### src/rtl/mm_pkg.sv
package mm_pkg;

  typedef enum logic [1:0] {
    MM_IDLE = 2'd0,
    MM_RUN  = 2'd1,
    MM_HOLD = 2'd2
  } mm_state_e;

endpackage

### src/rtl/mm_opmap.sv
module mm_opmap #(
  parameter int W          = 16,
  parameter bit ZERO_IS_2W = 1'b0
) (
  input  logic [W-1:0] raw,
  output logic [W:0]   eff
);

  generate
    if (ZERO_IS_2W) begin : g_zero_max
      always_comb begin
        if (raw == '0) eff = {1'b1, {W{1'b0}}};
        else           eff = {1'b0, raw};
      end
    end else begin : g_plain
      assign eff = {1'b0, raw};
    end
  endgenerate

endmodule

### src/rtl/mm_step.sv
module mm_step #(
  parameter int PW = 34
) (
  input  logic [PW-1:0] rem_i,
  input  logic [PW-1:0] div_i,
  output logic [PW-1:0] rem_o
);

  logic fits;

  assign fits  = (rem_i >= div_i);
  assign rem_o = fits ? (rem_i - div_i) : rem_i;

endmodule

### src/rtl/mm_seq.sv
module mm_seq
  import mm_pkg::*;
#(
  parameter int ITER = 16
) (
  input  logic clk,
  input  logic rst_n,
  input  logic in_valid,
  input  logic out_ready,
  output logic in_ready,
  output logic out_valid,
  output logic load,
  output logic step
);

  localparam int CW = $clog2(ITER + 1);
  localparam logic [CW-1:0] LAST = CW'(ITER - 1);

  mm_state_e   st_q;
  logic [CW-1:0] cnt_q;

  always_ff @(posedge clk or negedge rst_n) begin
    if (!rst_n) begin
      st_q  <= MM_IDLE;
      cnt_q <= '0;
    end else begin
      case (st_q)
        MM_IDLE: begin
          if (in_valid) begin
            st_q  <= MM_RUN;
            cnt_q <= '0;
          end
        end
        MM_RUN: begin
          cnt_q <= cnt_q + CW'(1);
          if (cnt_q == LAST) st_q <= MM_HOLD;
        end
        MM_HOLD: begin
          if (out_ready) st_q <= MM_IDLE;
        end
        default: st_q <= MM_IDLE;
      endcase
    end
  end

  assign in_ready  = (st_q == MM_IDLE);
  assign out_valid = (st_q == MM_HOLD);
  assign load      = in_ready & in_valid;
  assign step      = (st_q == MM_RUN);

endmodule

### src/rtl/mod_mul_2n1.sv
module mod_mul_2n1 #(
  parameter int W          = 16,
  parameter bit ZERO_IS_2W = 1'b0
) (
  input  logic         clk,
  input  logic         rst_n,
  input  logic         in_valid,
  output logic         in_ready,
  input  logic [W-1:0] op_a,
  input  logic [W-1:0] op_b,
  output logic         out_valid,
  input  logic         out_ready,
  output logic [W-1:0] out_prod
);

  localparam int PW = 2 * W + 2;
  localparam logic [PW-1:0] MODV = (PW'(1) << W) | PW'(1);
  localparam logic [PW-1:0] DIV0 = MODV << (W - 1);

  logic [W:0]    eff_a, eff_b;
  logic [PW-1:0] prod_full;
  logic [PW-1:0] rem_q, div_q, rem_nx;
  logic          load, step;

  mm_opmap #(.W(W), .ZERO_IS_2W(ZERO_IS_2W)) u_map_a (.raw(op_a), .eff(eff_a));
  mm_opmap #(.W(W), .ZERO_IS_2W(ZERO_IS_2W)) u_map_b (.raw(op_b), .eff(eff_b));

  assign prod_full = {{(W+1){1'b0}}, eff_a} * {{(W+1){1'b0}}, eff_b};

  mm_step #(.PW(PW)) u_step (.rem_i(rem_q), .div_i(div_q), .rem_o(rem_nx));

  mm_seq #(.ITER(W)) u_seq (
    .clk       (clk),
    .rst_n     (rst_n),
    .in_valid  (in_valid),
    .out_ready (out_ready),
    .in_ready  (in_ready),
    .out_valid (out_valid),
    .load      (load),
    .step      (step)
  );

  always_ff @(posedge clk or negedge rst_n) begin
    if (!rst_n) begin
      rem_q <= '0;
      div_q <= '0;
    end else if (load) begin
      rem_q <= prod_full;
      div_q <= DIV0;
    end else if (step) begin
      rem_q <= rem_nx;
      div_q <= div_q >> 1;
    end
  end

  assign out_prod = rem_q[W-1:0];

endmodule

### config.mk
export PLATFORM = sky130hd
export DESIGN_NAME = mod_mul_2n1
export DESIGN_NICKNAME = d
export VERILOG_FILES = /design/src/rtl/mm_pkg.sv /design/src/rtl/mm_opmap.sv /design/src/rtl/mm_step.sv /design/src/rtl/mm_seq.sv /design/src/rtl/mod_mul_2n1.sv
export SDC_FILE = /design/constraint.sdc
export NUM_CORES = 1
export LEC_CHECK = 0
export BUFFER_PORTS_ARGS = -buffer_cell sky130_fd_sc_hd__buf_2
export CAP_MARGIN = 0
export CORE_MARGIN = 10
export CORE_UTILIZATION = 46
export CTS_BUF_LIST = sky130_fd_sc_hd__clkbuf_16
export CTS_CLUSTER_DIAMETER = 60
export DETAILED_ROUTE_END_ITERATION = 10
export PLACE_DENSITY_LB_ADDON = 0.12
export SLEW_MARGIN = 0
export SYNTH_ARGS = -nofsm -noshare
export SYNTH_HDL_FRONTEND = slang
export SYNTH_HIERARCHICAL = 1
export SYNTH_SLANG_ARGS = --single-unit
### constraint.sdc
create_clock -name clk -period 2.8 [get_ports clk]
set_input_delay 0.14 -clock clk [delete_from_list [all_inputs] [get_ports clk]]
set_output_delay 0.14 -clock clk [all_outputs]
set_load 0.02 [all_outputs]
After elaboration in Yosys (flattened, before gate mapping)

Cells that the tools add are included.

Eq/ne operators: 6
Multiply operators: 1
Muxes and demuxes: 11
$lt $le $gt $ge: 1
Bitwise operators: 1
Reduce and logical (&&, ||, !) cells: 7
Add/subtract/negate cells: 2

Operators by type and width:

| kind                                                                    | number |
|---|---|
| 34-bit 2-to-1 mux                                                       | 5 |
| 34-bit greater-or-equal comparator                                      | 1 |
| 34-bit subtractor                                                       | 1 |
| 16-bit by 16-bit multiplier with 32-bit output                          | 1 |
| 5-bit one-hot mux with 2 select lines                                   | 1 |
| 2-bit 2-to-1 mux                                                        | 3 |
| 2-bit one-hot mux with 3 select lines                                   | 1 |
| 2-bit nonzero test                                                      | 3 |
| 5-bit by 1-bit adder with 5-bit output, second input constant           | 1 |
| 5-bit by 4-bit equality test with 1-bit output, second input constant   | 1 |
| 5-bit 2-to-1 mux                                                        | 1 |
| 2-bit by 1-bit inequality test with 1-bit output, second input constant | 2 |
| 2-bit AND reduction                                                     | 2 |
| 3-bit AND reduction                                                     | 1 |
| 2-bit by 1-bit equality test with 1-bit output, second input constant   | 1 |
| 2-bit equality test, second input constant                              | 1 |
| 2-bit zero test                                                         | 1 |
| 2-bit inequality test, second input constant                            | 1 |
| 1-bit AND                                                               | 1 |

Output and inout bits: 18
Register bits: 75
Input port bits: 36

Logic depth before layout (Yosys ltp)

Gate-level depths: netlist of run 1.

Depth in word-level cells: 4
Gate-level depth with buffers: 24

Cells and area by module

Netlist of run 1, hierarchy kept.

Modules (own cells, without submodules):

| module      | cells each | instances | area an instance (um^2) |
|---|---|---|---|
| mod_mul_2n1 | 1404       | 1         | 12653.4 |
| mm_step     | 343        | 1         | 2344.7 |
| mm_seq      | 34         | 1         | 360.3 |
| mm_opmap    | 18         | 2         | 131.4 |

Worst setup path after synthesis of run 1

Ideal clock, no wire load.

Kind: input to register
Start point: in op_b[8]
End point: reg rem_q[30]
Setup time: 0.148 ns
Stages on the path: 22
Setup slack: -3.118 ns
Buffers on the path: 3
Data arrival time: 5.771 ns
Data required time: 2.652 ns
Cell sequence: buf_4 -> clkbuf_1 -> clkbuf_1 -> nand2_1 -> fa_1 -> inv_1 -> fa_1 -> inv_1 -> fa_1 -> inv_1 -> fa_1 -> fa_1 -> inv_1 -> fa_1 -> inv_1 -> ha_1 -> a21oi_1 -> or2b_1 -> or4_1 -> a21o_1 -> a2111oi_0 -> a221oi_1

Word-level cells in the longest chain between the ends: 2

Ends and longest elaborated chain:

| item                                           | RTL line          | RTL |
|---|---|---|
| from (decl)                                    | mod_mul_2n1.sv:10 | `input logic [W-1:0] op_b,` |
| 16-bit by 16-bit multiplier with 32-bit output | mod_mul_2n1.sv:28 | `assign prod_full = {{(W+1){1'b0}}, eff_a} * {{(W+1){1'b0}}, eff_b};` |
| 34-bit 2-to-1 mux                              | mod_mul_2n1.sv:47 | `end else if (load) begin` |
| to (signal assigned)                           | mod_mul_2n1.sv:48 | `rem_q <= prod_full;` |
| to (signal assigned)                           | mod_mul_2n1.sv:51 | `rem_q <= rem_nx;` |
| to (decl)                                      | mod_mul_2n1.sv:22 | `logic [PW-1:0] rem_q, div_q, rem_nx;` |

Every way passes these cells.
A chain may end at the register's enable or synchronous reset.

Final worst setup path of run 1

Start point: in op_b[6]
End point: reg rem_q[26]

The elaborated chain is that of the path after synthesis.

==> impl_metrics.tcl, run 1 <==
set metrics [dict create \
    drive_above_1_share 0.292 \
    layout.nets 2532 \
    timing.final.crit_share 1.83 \
    worstPathArrival_ns 5.39 \
    start_util 0.466 \
    grt_first_pass_wirelength_um 66900 \
    cpMaxStageDelayCell "fa_1" \
    fmax_mhz 195 \
    status "finished, violations left" \
    wl_per_cell_um 15.2 \
    syn_area_sq_mm 0.0156 \
    reg2reg_depth 14 \
    grt_util_met3 0.0109 \
    whs_path_depth 3 \
    r2r_setup_slack_ns -0.54 \
    wl_um 39100 \
    dpl.hpwl_um 32800 \
    end_kind "flip-flop" \
    vias 12800 \
    avgSynthCellArea_sq_um 8.60 \
    path_cells "buf_12 > buf_12 > and2_4 > fa_1 > inv_1 > fa_1 > fa_1 > inv_1 > fa_1 > fa_1 > inv_1 > fa_1 > inv_2 > ha_4 > a21oi_4 > or2b_1 > or4_4 > a21o_4 > a31o_1 > a221oi_2" \
    overflow 0 \
    cp_slowest_stage_delay_ns 0.51 \
    cts_buffers 9 \
    path_clk_slew_ns 0.06 \
    ys_types 81 \
    met2_usage 0.319 \
    ys.flop_type "dfrtp_1" \
    min_from "out_ready" \
    ant_nets 0 \
    clock_path_buffers 2 \
    die_h_um 204 \
    utilization 0.600 \
    drv_cap 0 \
    grt_max_degree 74 \
    critPathLaunchType "primary input" \
    holdPathEnd "u_seq/st_q[1]" \
    worst-setup-path-type "in2reg" \
    netlist_instances 1817 \
    dieWidth_um 204 \
    cts_root_buf "clkbuf_16" \
    yosysSeqAreaShare 0.117 \
    setup_slack_ns -2.34 \
    met1_usage 0.273 \
    hold_class "in2reg" \
    row_count 67 \
    r2r_start "rem_q[11]" \
    place.gp.congestion 0.888 \
    antenna_found_initial 0 \
    rsz0062_at_grt "yes" \
    ys_ff_latch 73 \
    grt_pass1_vias 13452 \
    setup_viol 34 \
    drc 0 \
    dr.pass1.iters 6 \
    rr_endpoint "rem_q[31]" \
    synth-async-reset-ratio 1.00 \
    pre_cts_ws_ns -2.85 \
    cp_max_fo 7 \
    worst_slew_pin_slew_ns 0.959 \
    cts_tree "yes" \
    clock-sinks 73 \
    cpMostUsedCell "fa_1" \
    busiest_layer "met2" \
    ios 54 \
    avgViaCountPerCell 4.97 \
    period_needed_ns 5.14 \
    die_area_sq_mm 0.0417 \
    relSlewSlack 0.361 \
    hold_viol 0 \
    worstPathRequired_ns 3.05 \
    track_usage 0.193 \
    fin_skew_ns 0.00724 \
    diodes 0 \
    coreArea_sq_mm 0.0335 \
    area_growth_pct 28.8 \
    clock_latency_ns 0.35 \
    numPortBuffers 53 \
    yosysWarnings 6 \
    synth_edf_count 0 \
    violations "setup timing" \
    h-tree-depth 3 \
    report.final.slew_viol_count 0 \
    drt_iter0_markers 605 \
]
[logic make-up after synthesis]
family / count (synthesis) / synth area share
mux: 71 / 0.0498
simple gates: 541 / 0.165
buf+inv: 448 / 0.123
other cells: 3 / 0.000721
fa+ha+maj: 369 / 0.404
compound gates: 264 / 0.114
xor+xnor: 48 / 0.0269
flops: 73 / 0.117
[placed cells by master (no fill, tap or decap), drive strengths merged, types with 4 or more instances in the layout]
cell and count:
and2 134, nand4 6, clkbuf 9, nor3 12, mux2i 53, nor2b 12
ha 144, o311ai 4, clkinv 4, inv 324, dfrtp 73, xnor2 30
xor2 18, conb 4, mux2 18, or3 5, a211o 4, fa 225
nor4 4, a31oi 10, a21o 28, nand2 232, and3 10, nand2b 10
o21bai 7, nor2 90, nand3 15, o31a 4, o211ai 8, o21ai 47
buf 419, a21oi 90, a31o 7, o22ai 5, a211oi 11, o21a 7
[Yosys cell counts (9+ instances only)]
cell type,n,area (sq um)
and2_1,134,838
mux2_4,12,180
and3_1,10,62.6
nor3_1,12,60.1
xor2_1,18,158
a21oi_1,86,430
clkbuf_1,56,210
a211oi_1,10,75.1
nand2_1,231,867
nand3_1,15,75.1
mux2i_1,53,531
fa_1,225,4500
xnor2_1,30,263
buf_4,50,375
a31oi_1,9,56.3
ha_1,144,1800
inv_1,324,1220
o21ai_0,41,205
a21o_1,28,210
nor2b_1,11,68.8
nor2_1,90,338
dfrtp_1,73,1830
nand2b_1,9,56.3
[sequential cells by signal, summed over array words and instances (netlist names)]
signal       flops
rem_q           34
u_seq/cnt_q      5
u_seq/st_q       2
div_q           32
[cell type report]
| type | count | area (sq um) |
|---|---|---|
| fillers | 2955 | 13400 |
| multi-input cells | 1297 | 12700 |
| repair buffers | 421 | 3470 |
| flip-flops and latches | 73 | 1830 |
| inverters | 325 | 1220 |
| well taps | 448 | 561 |
| clock buffers | 9 | 225 |
| clock inverters | 5 | 72.6 |
[how the worst max path moves through the flow]
stage | start | to | slack [ns] | cells after the start
after floorplan | op_a[8] | rem_q[30] | -2.63 | 21
after global placement | op_b[2] | rem_q[30] | -2.80 | 19
after detailed placement | op_b[2] | rem_q[30] | -2.85 | 19
after CTS | op_a[8] | rem_q[30] | -2.32 | 20
after global routing | op_b[6] | rem_q[26] | -2.55 | 20
final | op_b[6] | rem_q[26] | -2.34 | 20
[repair_timing]
action	4_1_cts	5_1_grt
hold buffers	1	0
buffers inserted	14	12
hold endpoints to repair	56	0
pin swaps	86	36
gates resized for setup	168	46
gates cloned	1	0
setup endpoints to repair	34	34
[stage by stage]
| step | cell area (sq um) | hold WS (ns) | instances | TNS (ns) |
|---|---|---|---|---|
| final | 20100 | 0.0758 | 2578 | -53.30 |
| after global routing | 20100 | 0.0957 | 2578 | -59.97 |
| after CTS | 19900 | 0.0688 | 2568 | -53.25 |
| after detailed placement | 18700 | 0.352 | 2539 | -68.88 |
| after global placement | 18700 | 0.349 | 2539 | -67.76 |
| after floorplan | 16200 | -0.156 | 1818 | -55.01 |
[worst max-delay path, delay by kind of cell]
kind,cells,cell delay [ns]
adders and majority gates,7,3.17
and+or+nand+nor,3,0.83
AOI/OAI and AO/OA,4,0.81
buffers and inverters,6,0.42
[routing by layer]
metal / vias to the layer above / wire length [um]
met5: - / 0
met4: 0 / 568
met3: 34 / 911
met2: 187 / 18400
met1: 6266 / 19300
li1: 6313 / -
Power of run 1 is not shown: default switching activity piles up to over one toggle a cycle in this logic, so the estimate is an artifact.
==> run 2: changes to the inputs <==
Settings changed: CORE_ASPECT_RATIO set to 1.1, SKIP_CTS_REPAIR_TIMING set to 1, SYNTH_HIERARCHICAL 1 to unset.
==> run 2 against run 1 <==
Effect of this change:
- the flow finishes with violations (hold timing, setup timing)
- final cell count decreased by 16%
- first-iteration DRC count decreased by 4.0%
- routed wire length decreased by 13%
- clock skew increased by 0.0019 ns
- fmax decreased by 2.9%
- global-route usage decreased by 0.36 points
- synthesized area decreased by 13%
- critical path type unchanged
- sequential share of layout area increased by 1.8 points
- count of clock-buffer cells in the layout unchanged
==> impl_metrics.tcl, run 2 <==
set metrics [dict create \
    grt_first_pass_wirelength_um 58700 \
    wl_per_cell_um 15.7 \
    largestRegisters "rem_q: 34 flops, div_q: 32 flops, u_seq.cnt_q: 5 flops" \
    clock-sinks 73 \
    grt_max_degree 74 \
    cpMaxStageDelayCell "fa_1" \
    synthTopCellsByArea "fa_1 29%, dfrtp_1 13%, ha_1 13%" \
    h-tree-depth 3 \
    report.final.slew_viol_count 0 \
    hold_viol 73 \
    holdWs_ns -0.0483 \
    r2r_setup_slack_ns -0.06 \
    ys_types 69 \
    die_h_um 200 \
    clock_path_buffers 2 \
    synth_edf_count 0 \
    cpMostUsedCell "fa_1" \
    wl_met3_um 1110 \
    setup_slack_ns -2.49 \
    ant_nets 0 \
    start_util 0.469 \
    fin_skew_ns 0.00915 \
    layout_common_cells "254 x inv_1, 220 x nand2_1, 191 x buf_4" \
    dpl.hpwl_um 28100 \
    rr_endpoint "rem_q[31]" \
    synthMostInstantiatedCell "inv_1" \
    maxUsedRoutingLayer "met4" \
    vias 11328 \
    antenna_found_initial 0 \
    fmax_mhz 189 \
    grt_pass1_vias 12072 \
    period_needed_ns 5.29 \
    relSlewSlack 0.367 \
    synth_common_cells "275 x inv_1, 231 x nand2_1, 195 x fa_1" \
    path_cells "buf_12 > and2_4 > fa_1 > inv_1 > fa_1 > inv_2 > fa_1 > fa_1 > fa_1 > inv_2 > fa_1 > inv_2 > ha_4 > and3_4 > and3_4 > buf_4 > o31ai_2 > buf_4 > a211oi_2 > or3_1 > a21oi_2 > xnor2_1 > nand2_1 > a21oi_1" \
    worstPathRequired_ns 3.07 \
    cts_root_buf "clkbuf_16" \
    final.setup.tns_ns -52.14 \
    cp_slowest_stage_delay_ns 0.56 \
    synth_top_area_cell "fa_1" \
    wl_met1_um 14500 \
    avgViaCountPerCell 5.23 \
    rsz0062_at_grt "yes" \
    cp_max_fo 6 \
    wl_um 34000 \
    drive_above_1_share 0.244 \
    die_area_sq_mm 0.0368 \
    cts_tree "yes" \
    drt_iter0_markers 581 \
    path_clk_slew_ns 0.06 \
    hold_class "in2async" \
    syn_area_sq_mm 0.0136 \
    synth-async-reset-ratio 1.00 \
    worst-setup-path-type "in2reg" \
    netlist_instances 1618 \
    ys.flop_type "dfrtp_1" \
    crit_cells 24 \
    top_register "rem_q" \
    diodes 0 \
    drv_cap 0 \
    layout_commonest_cell "inv_1" \
    dieWidth_um 184 \
    track_usage 0.189 \
    worst_slew_pin_slew_ns 0.949 \
    avgSynthCellArea_sq_um 8.40 \
    overflow 0 \
    dr.pass1.iters 5 \
    end_kind "flip-flop" \
    place.gp.congestion 0.886 \
    yosysWarnings 0 \
    wl_met2_um 18100 \
    numPortBuffers 53 \
    drc 0 \
    cts_buffers 9 \
    largest_reg_flops 34 \
    worstPathArrival_ns 5.56 \
    critPathLaunchType "primary input" \
    clock_latency_ns 0.34 \
    crit_buf_inv 7 \
    row_count 65 \
    layout.nets 2164 \
    yosysSeqAreaShare 0.134 \
    synth_fp_nets 1987 \
    synth_top_area_frac 0.287 \
    startpoint "op_b[12]" \
    crit_path_end "rem_q[24]" \
    status "finished, violations left" \
    timing.final.crit_share 1.89 \
    ios 54 \
    ys_ff_latch 73 \
    coreArea_sq_mm 0.0290 \
    setup_viol 27 \
    critPathTopFamily "adder cells" \
    reg2reg_depth 11 \
    r2r_start "rem_q[8]" \
    violations "hold timing, setup timing" \
    area_growth_pct 23.9 \
]
## run 2: area by class of cell
type | instances | area [sq um]
fill | 2656 | 12100
inverter | 275 | 1030
clock buffer | 9 | 225
timing repair buffer | 254 | 2070
sequential | 73 | 1830
clock inverter | 7 | 71.3
tap | 368 | 460
multi-input combinational | 1182 | 11100
## run 2: worst min-delay path by stage
stage,start,to,slack [ns],depth (start not counted)
floorplan,rst_n,div_q[0],-0.16,0
global placement,rst_n,div_q[5],0.35,1
detailed placement,rst_n,div_q[7],0.36,1
CTS,rst_n,rem_q[5],0.001,1
global route,rst_n,div_q[4],0.03,1
finish,rst_n,div_q[10],-0.05,1
## run 2: metal layers
layer / GRT usage / vias to the layer above
met2: 0.346 / 168
met5: 0 / -
met3: 0.0181 / 21
met4: 0.0258 / 0
met1: 0.239 / 5630
li1: - / 5509
## run 2: cells by family after synthesis
family	count (synthesis)	synth area share
flip-flops	73	0.134
AO/OA/AOI/OAI	273	0.123
adder cells (fa/ha/maj)	333	0.414
buffers and inverters	363	0.106
multiplexers	5	0.00368
XOR/XNOR	48	0.0309
AND/OR/NAND/NOR	523	0.188
## run 2: through the flow
| step | hold slack, ns | worst slack [ns] | util | instances | instance area [sq um] |
|---|---|---|---|---|---|
| floorplan | -0.156 | -2.41 | - | 1618 | 14200 |
| global placement | 0.349 | -2.83 | 0.546 | 2142 | 15800 |
| detailed placement | 0.358 | -2.92 | 0.546 | 2142 | 15800 |
| CTS | 0.00112 | -2.57 | 0.556 | 2158 | 16100 |
| global route | 0.0346 | -2.68 | 0.582 | 2168 | 16800 |
| finish | -0.0483 | -2.49 | 0.582 | 2168 | 16800 |
Power of run 2 is left out for the same reason.
